==> src/rtl/raster_pkg.sv <==
package raster_pkg;

    // Registered state of the blanking status logic
    typedef struct packed {
        logic flag;  // vertical-blank flag as seen by the CPU
        logic irq;   // interrupt request, active high internally
    } vbl_state_t;

    // Region select encoding
    typedef enum logic {
        REGION_60HZ = 1'b0,
        REGION_50HZ = 1'b1
    } region_e;

    // Larger of two blanking lengths, used to size the line counter
    function automatic int max_blank(input int a, input int b);
        return (a > b) ? a : b;
    endfunction

endpackage

==> src/rtl/raster_counter.sv <==
module raster_counter #(
    parameter int LINE_CYCLES  = 341,
    parameter int VIS_CYCLES   = 256,
    parameter int VIS_LINES    = 240,
    parameter int VBL_LINES_60 = 20,
    parameter int VBL_LINES_50 = 70,
    parameter int CYC_W        = 9,
    parameter int LINE_W       = 9
) (
    input  logic              clk,
    input  logic              rst_n,
    input  logic              region_50,
    output logic [CYC_W-1:0]  cyc_o,
    output logic [LINE_W-1:0] line_o,
    output logic              visible_o,
    output logic              hmark_o,
    output logic              set_evt_o,
    output logic              frame_end_o
);
    import raster_pkg::*;

    localparam logic [CYC_W-1:0]  CYC_LAST  = CYC_W'(LINE_CYCLES - 1);
    localparam logic [CYC_W-1:0]  CYC_HBLK  = CYC_W'(VIS_CYCLES);
    localparam logic [LINE_W-1:0] LINE_VBLK = LINE_W'(VIS_LINES);
    localparam logic [LINE_W-1:0] LAST_60   = LINE_W'(VIS_LINES + VBL_LINES_60 - 1);
    localparam logic [LINE_W-1:0] LAST_50   = LINE_W'(VIS_LINES + VBL_LINES_50 - 1);

    typedef struct packed {
        logic [CYC_W-1:0]  cyc;
        logic [LINE_W-1:0] line;
    } pos_t;

    pos_t              pos_d, pos_q;
    logic [LINE_W-1:0] last_line;
    logic              line_end;

    always_comb begin
        last_line = (region_e'(region_50) == REGION_50HZ) ? LAST_50 : LAST_60;
        line_end  = (pos_q.cyc == CYC_LAST);
        pos_d     = pos_q;
        if (line_end) begin
            pos_d.cyc = '0;
            if (pos_q.line >= last_line) begin
                pos_d.line = '0;
            end else begin
                pos_d.line = pos_q.line + 1'b1;
            end
        end else begin
            pos_d.cyc = pos_q.cyc + 1'b1;
        end
    end

    always_ff @(posedge clk or negedge rst_n) begin
        if (!rst_n) begin
            pos_q <= '0;
        end else begin
            pos_q <= pos_d;
        end
    end

    assign cyc_o       = pos_q.cyc;
    assign line_o      = pos_q.line;
    assign visible_o   = (pos_q.line < LINE_VBLK) && (pos_q.cyc < CYC_HBLK);
    assign hmark_o     = (pos_q.cyc == CYC_HBLK);
    assign set_evt_o   = (pos_q.line == LINE_VBLK) && (pos_q.cyc == '0);
    assign frame_end_o = line_end && (pos_q.line >= last_line);

endmodule

==> src/rtl/vblank_status.sv <==
module vblank_status (
    input  logic clk,
    input  logic rst_n,
    input  logic set_evt,
    input  logic frame_end,
    input  logic status_rd,
    input  logic nmi_en,
    output logic flag_o,
    output logic nmi_n_o
);
    import raster_pkg::*;

    vbl_state_t st_d, st_q;

    always_comb begin
        st_d = st_q;
        if (frame_end) begin
            st_d.flag = 1'b0;
        end else if (set_evt) begin
            // a read landing on the raising cycle wins and keeps the flag low
            st_d.flag = !status_rd;
        end else if (status_rd) begin
            st_d.flag = 1'b0;
        end
        st_d.irq = st_d.flag && nmi_en;
    end

    always_ff @(posedge clk or negedge rst_n) begin
        if (!rst_n) begin
            st_q <= '0;
        end else begin
            st_q <= st_d;
        end
    end

    assign flag_o  = st_q.flag;
    assign nmi_n_o = !st_q.irq;

endmodule

==> src/rtl/raster_timing.sv <==
module raster_timing #(
    parameter int LINE_CYCLES  = 341,
    parameter int VIS_CYCLES   = 256,
    parameter int VIS_LINES    = 240,
    parameter int VBL_LINES_60 = 20,
    parameter int VBL_LINES_50 = 70,
    localparam int CYC_W  = $clog2(LINE_CYCLES),
    localparam int LINE_W = $clog2(VIS_LINES + raster_pkg::max_blank(VBL_LINES_60, VBL_LINES_50))
) (
    input  logic              clk,
    input  logic              rst_n,
    input  logic              region_50,
    input  logic              status_rd,
    input  logic              nmi_en,
    output logic [CYC_W-1:0]  cycle_o,
    output logic [LINE_W-1:0] line_o,
    output logic              visible_o,
    output logic              hmark_o,
    output logic              stat_vblank_o,
    output logic              nmi_n_o
);

    logic set_evt;
    logic frame_end;

    raster_counter #(
        .LINE_CYCLES (LINE_CYCLES),
        .VIS_CYCLES  (VIS_CYCLES),
        .VIS_LINES   (VIS_LINES),
        .VBL_LINES_60(VBL_LINES_60),
        .VBL_LINES_50(VBL_LINES_50),
        .CYC_W       (CYC_W),
        .LINE_W      (LINE_W)
    ) u_counter (
        .clk        (clk),
        .rst_n      (rst_n),
        .region_50  (region_50),
        .cyc_o      (cycle_o),
        .line_o     (line_o),
        .visible_o  (visible_o),
        .hmark_o    (hmark_o),
        .set_evt_o  (set_evt),
        .frame_end_o(frame_end)
    );

    vblank_status u_status (
        .clk      (clk),
        .rst_n    (rst_n),
        .set_evt  (set_evt),
        .frame_end(frame_end),
        .status_rd(status_rd),
        .nmi_en   (nmi_en),
        .flag_o   (stat_vblank_o),
        .nmi_n_o  (nmi_n_o)
    );

endmodule

==> config.mk <==
export PLATFORM = sky130hd
export DESIGN_NAME = raster_timing
export DESIGN_NICKNAME = d
export VERILOG_FILES = /design/src/rtl/raster_pkg.sv /design/src/rtl/raster_counter.sv /design/src/rtl/vblank_status.sv /design/src/rtl/raster_timing.sv
export SDC_FILE = /design/constraint.sdc
export NUM_CORES = 1
export LEC_CHECK = 0
export CAP_MARGIN = 40
export CELL_PAD_IN_SITES_DETAIL_PLACEMENT = 1
export CELL_PAD_IN_SITES_GLOBAL_PLACEMENT = 1
export CORE_UTILIZATION = 25
export DETAILED_ROUTE_END_ITERATION = 10
export MAX_ROUTING_LAYER = met4
export PLACE_DENSITY_LB_ADDON = 0.1
export REMOVE_ABC_BUFFERS = 1
export SLEW_MARGIN = 40
export SYNTH_ARGS = -nofsm -noshare
export SYNTH_HDL_FRONTEND = slang
export SYNTH_SLANG_ARGS = --single-unit
==> constraint.sdc <==
create_clock -name clk -period 5.5 [get_ports clk]
set_input_delay 1.1 -clock clk [delete_from_list [all_inputs] [get_ports clk]]
set_output_delay 1.1 -clock clk [all_outputs]
set_load 0.01 [all_outputs]
======== Word-level counts from Yosys, hierarchy flattened ========
Index checks and enable logic that the tools add are counted.
storage, ports and cells
  bits in registers ....................... 20
  bits of input ports ..................... 5
  output and inout port bits .............. 22
  logic and storage cells ................. 25
operators by class
  add/sub/neg operators ................... 2
  magnitude comparators ................... 3
  eq/ne operators ......................... 3
  mux-type cells .......................... 6
  reduce and logical (&&, ||, !) cells .... 7
operators by type and width
  kind                                                                    count
  9-bit by 1-bit adder with 9-bit output (second input constant)          2
  9-bit equality test (second input constant)                             2
  9-bit 2-to-1 mux                                                        2
  9-bit by 8-bit equality test with 1-bit output (second input constant)  1
  9-bit greater-or-equal comparator                                       1
  9-bit logical NOT                                                       1
  9-bit by 8-bit < comparator with 1-bit output (second input constant)   1
  9-bit < comparator (second input constant)                              1
  6-bit 2-to-1 mux                                                        1
  1-bit logical AND                                                       4
  1-bit 2-to-1 mux                                                        3
  1-bit logical NOT                                                       2

======== Depth between registers and ports, before layout ========
  word-level depth ........................ 5
  mapped depth ............................ 7
  depth with buffers taken out ............ 6

======== Modules after synthesis ========
A second synthesis with hierarchy kept.
unflattened totals
  cell total of the unflattened synthesis .. 129
  area total of the unflattened synthesis .. 1,242.4 sq um
by module, submodules not included
  module          instances  cells an instance  area an instance (sq um)
  raster_counter  1          123                1,164.9
  vblank_status   1          6                  77.6

======== Least setup slack after synthesis ========
OpenSTA, ideal clock, no wires.
  kind .................................... reg-to-output
  from .................................... register u_counter.pos_q (netlist bit u_counter.cyc_o[0])
  to ...................................... output port hmark_o
  arrival time ............................ 1.494 ns
  required time ........................... 4.400 ns
  setup slack ............................. 2.906 ns
  stages on the path, launching flop included .. 6
  path buffers ............................ 0
  cells stage by stage .................... dfrtp_1 -> inv_1 -> ha_1 -> or4b_4 -> nor4_1 -> and2_1
on the way
  cells in the longest elaborated chain, start to end .. 1
RTL lines
  item                      RTL line              RTL
  start: declaration        raster_counter.sv:33  pos_t pos_d, pos_q;
  start signal: assignment  raster_counter.sv:57  pos_q <= pos_d;
  9-bit equality test       raster_counter.sv:64  assign hmark_o = (pos_q.cyc == CYC_HBLK);
  end: declaration          raster_timing.sv:18   output logic hmark_o,
No other way between the ends.

======== Worst setup path after layout ========
Same ends and word-level chain as after synthesis.

==> results.py <==
metrics = {
    "routing": {
        "routedWlPerCell_um": 15.3,
        "num_vias": 986,
        "drt_iter0_drc": 71,
        "drc": 0,
        "dr.pass1.iters": 4,
        "drtAntennaViolNets": 0,
        "wl_um": 2960,
        "vias_per_cell": 5.11,
    },
    "sta": {
        "tns_ps": 0,
        "fmax_mhz": 284,
        "setup_violations": 0,
        "max_slew_margin": 0.586,
        "final-hold-violation-count": 0,
        "worstMarginPinSlew_ps": 621,
        "finalClockSkew_ps": 4.32,
        "min_period_over_period": 0.639,
        "rsz0062_at_grt": "false",
        "maxSlewViolCount": 0,
        "finalWorstSetupSlack_ps": 1980,
        "min_period_ps": 3520,
    },
    "grt": {
        "grt_pass1_wl_um": 5100,
        "grt-ovfl-total": 0,
        "grt_usage": 0.136,
        "grt_pass1_vias": 965,
        "grt_max_degree": 21,
        "antenna_found_initial": 0,
    },
    "floorplanning": {
        "num_io_pins": 27,
        "die_h_um": 69.8,
        "core_um2": 4380,
        "die_area_um2": 4870,
        "start_util": 0.262,
        "rows": 24,
        "die_w_um": 69.8,
    },
    "clocking": {
        "post_cts.repair.setup_buffers": 0,
        "cts.sinks": 20,
        "numCtsBuffers": 3,
        "cts.path.max_buffers": 2,
        "cts_hold_buf": 0,
        "h-tree-depth": 1,
        "clk_latency_ps": 270,
        "cts_tree": "built",
        "clk_pin_slew_ps": 80,
        "cts_resized": 0,
        "clock-root-buffer": "clkbuf_8",
    },
    "cells_and_area": {
        "nNetsFinal": 155,
        "final_area_um2": 1490,
        "multi_input_area_um2": 576,
        "drive_gt1_frac": 0.0709,
        "n_antenna_cell": 0,
        "finish.utilization": 0.340,
        "area_delta_synth_final_pct": 30.0,
        "nFillCells": 509,
        "regArea_um2": 500,
    },
    "critical_path": {
        "required_ps": 4400,
        "criticalPathCategory": "register to output pin",
        "critPathBufInv": 2,
        "cp.arrival_ps": 2420,
        "rrSetupSlack_ps": 3090,
        "worstPathMaxFanout": 5,
        "critPathCaptureType": "output pin",
        "cp_cell_sequence": "inv_1 > ha_1 > or4b_4 > nor4_1 > and2_1 > clkdlybuf4s50_1",
        "path_delay_family": "simple AND/OR/NAND/NOR gates",
        "max_stage_delay_ps": 530,
        "cp-start-kind": "register",
        "cp_slowest_cell": "clkdlybuf4s50_1",
    },
    "placement": {
        "pre_cts_slack_ps": 2260,
        "dp.final_hpwl_um": 2110,
        "portBuffers": 26,
        "place_area_um2": 1440,
        "gp_congestion": 0.676,
    },
    "yosys": {
        "synth_area_per_cell_um2": 9.90,
        "synth_area_um2": 1150,
        "seq_area_frac_synth": 0.436,
        "synthTopCellsByArea": "dfrtp_1 (44%), ha_1 (8.7%), nand3_1 (4.4%)",
        "yosysWarningCount": 0,
        "ys_ff_latch": 20,
        "synthCells": 116,
        "synthDistinctLibCells": 38,
        "yosysTopAreaCellShare": 0.436,
        "synth_area_leader_cell": "dfrtp_1",
    },
    "status": {
        "status": "finished, final reports clean",
    },
    "power": {
        "ir_drop_mv": 0.0629,
        "finalPower_mw": 0.274,
        "power_density_nw_per_um2": 184,
        "p_leak_nw": 0.637,
    },
    "worst_hold_path": {
        "min_path_type": "register to register",
    },
    "flow_run": {
        "cap_violations": 0,
    },
}
## registers in the layout (all words and copies together), names as in the netlist
signal	cells
u_counter.cyc_o	9
u_counter.line_o	9
u_status.flag_o	1
u_status.st_q	1
## through the flow
stage / cells / hold WS [ps]
after detailed placement: 189 / 513
after CTS: 193 / 527
after global placement: 189 / 508
final: 193 / 514
after global routing: 193 / 560
after floorplan: 111 / 525
## layout by cell type, fill, tap and decap left out, types with 2 or more instances in the layout
cell and count:
nor3_1 2, mux2i_1 3, o31ai_1 2, clkbuf_8 4
a211oi_1 2, nand4_1 4, ha_1 8, nand2_1 3
xor2_1 2, a31oi_1 6, o21ai_0 3, dfrtp_1 20
o22ai_1 2, xnor2_1 5, and3_1 3, and4_1 2
a21oi_1 2, clkdlybuf4s50_1 25, nand3_1 10, inv_1 11
nor2_1 6
## cell type report
type                            instances  area share
Clock buffer                            4      0.0369
Timing Repair Buffer                   26       0.171
Sequential cell                        20       0.335
Multi-Input combinational cell         80       0.386
Inverter                               11      0.0277
Tap cell                               52      0.0436
## report_power, final
part	switching [mW]	internal [mW]	total, mW
sequential	0	0.147	0.147
clock	0.0544	0.0639	0.118
combinational	0.00567	0.00358	0.00925
total	0.0601	0.214	0.274
## cells by family after synthesis
kind of cell	after synthesis	share of synthesized area
flops	20	0.436
xor+xnor	7	0.0534
buf+inv	16	0.0632
mux	3	0.0261
compound gates	21	0.123
simple gates	41	0.211
fa+ha+maj	8	0.0871
## cells in the mapped netlist
master,number
nand2b_1,1
a21oi_1,2
nand4bb_1,1
and3_2,1
and4_1,2
xor2_1,2
nor4_1,1
and2_1,1
o31ai_1,2
xnor2_1,5
buf_6,1
nand2_1,3
dfrtp_1,20
clkbuf_4,1
a2111o_1,1
a41oi_1,1
nor3_1,2
ha_1,8
o21ai_0,3
and3_1,3
or2_0,1
and2_2,1
a32oi_1,1
a31oi_1,6
or4b_4,1
or4b_1,1
buf_2,1
clkbuf_1,2
mux2i_1,3
a21o_1,1
inv_1,11
nor2_1,6
nand4_1,4
nor2_2,1
nand2_2,1
nand3_1,10
o22ai_1,2
a211oi_1,2
## per-layer routing
metal / track usage / part of all wire
met5: - / 0
met4: 0.0533 / 0.018
met3: 0.0203 / 0.038
met2: 0.192 / 0.43
met1: 0.194 / 0.51
## path summary, 6_finish.rpt
| path | from | end | cells past startpoint |
|---|---|---|---|
| setup / recovery | u_counter.cyc_o[0] | hmark_o | 6 |
| hold / removal | u_counter.cyc_o[0] | u_counter.cyc_o[0] | 1 |
| setup reg to reg | u_counter.cyc_o[0] | u_counter.line_o[6] | 6 |
| hold reg to reg | u_counter.cyc_o[0] | u_counter.cyc_o[0] | 1 |
| max in group asynchronous | rst_n | u_counter.cyc_o[0] | 1 |
| min in group asynchronous | rst_n | u_counter.line_o[7] | 1 |
Power figures use the tool's default switching activity.
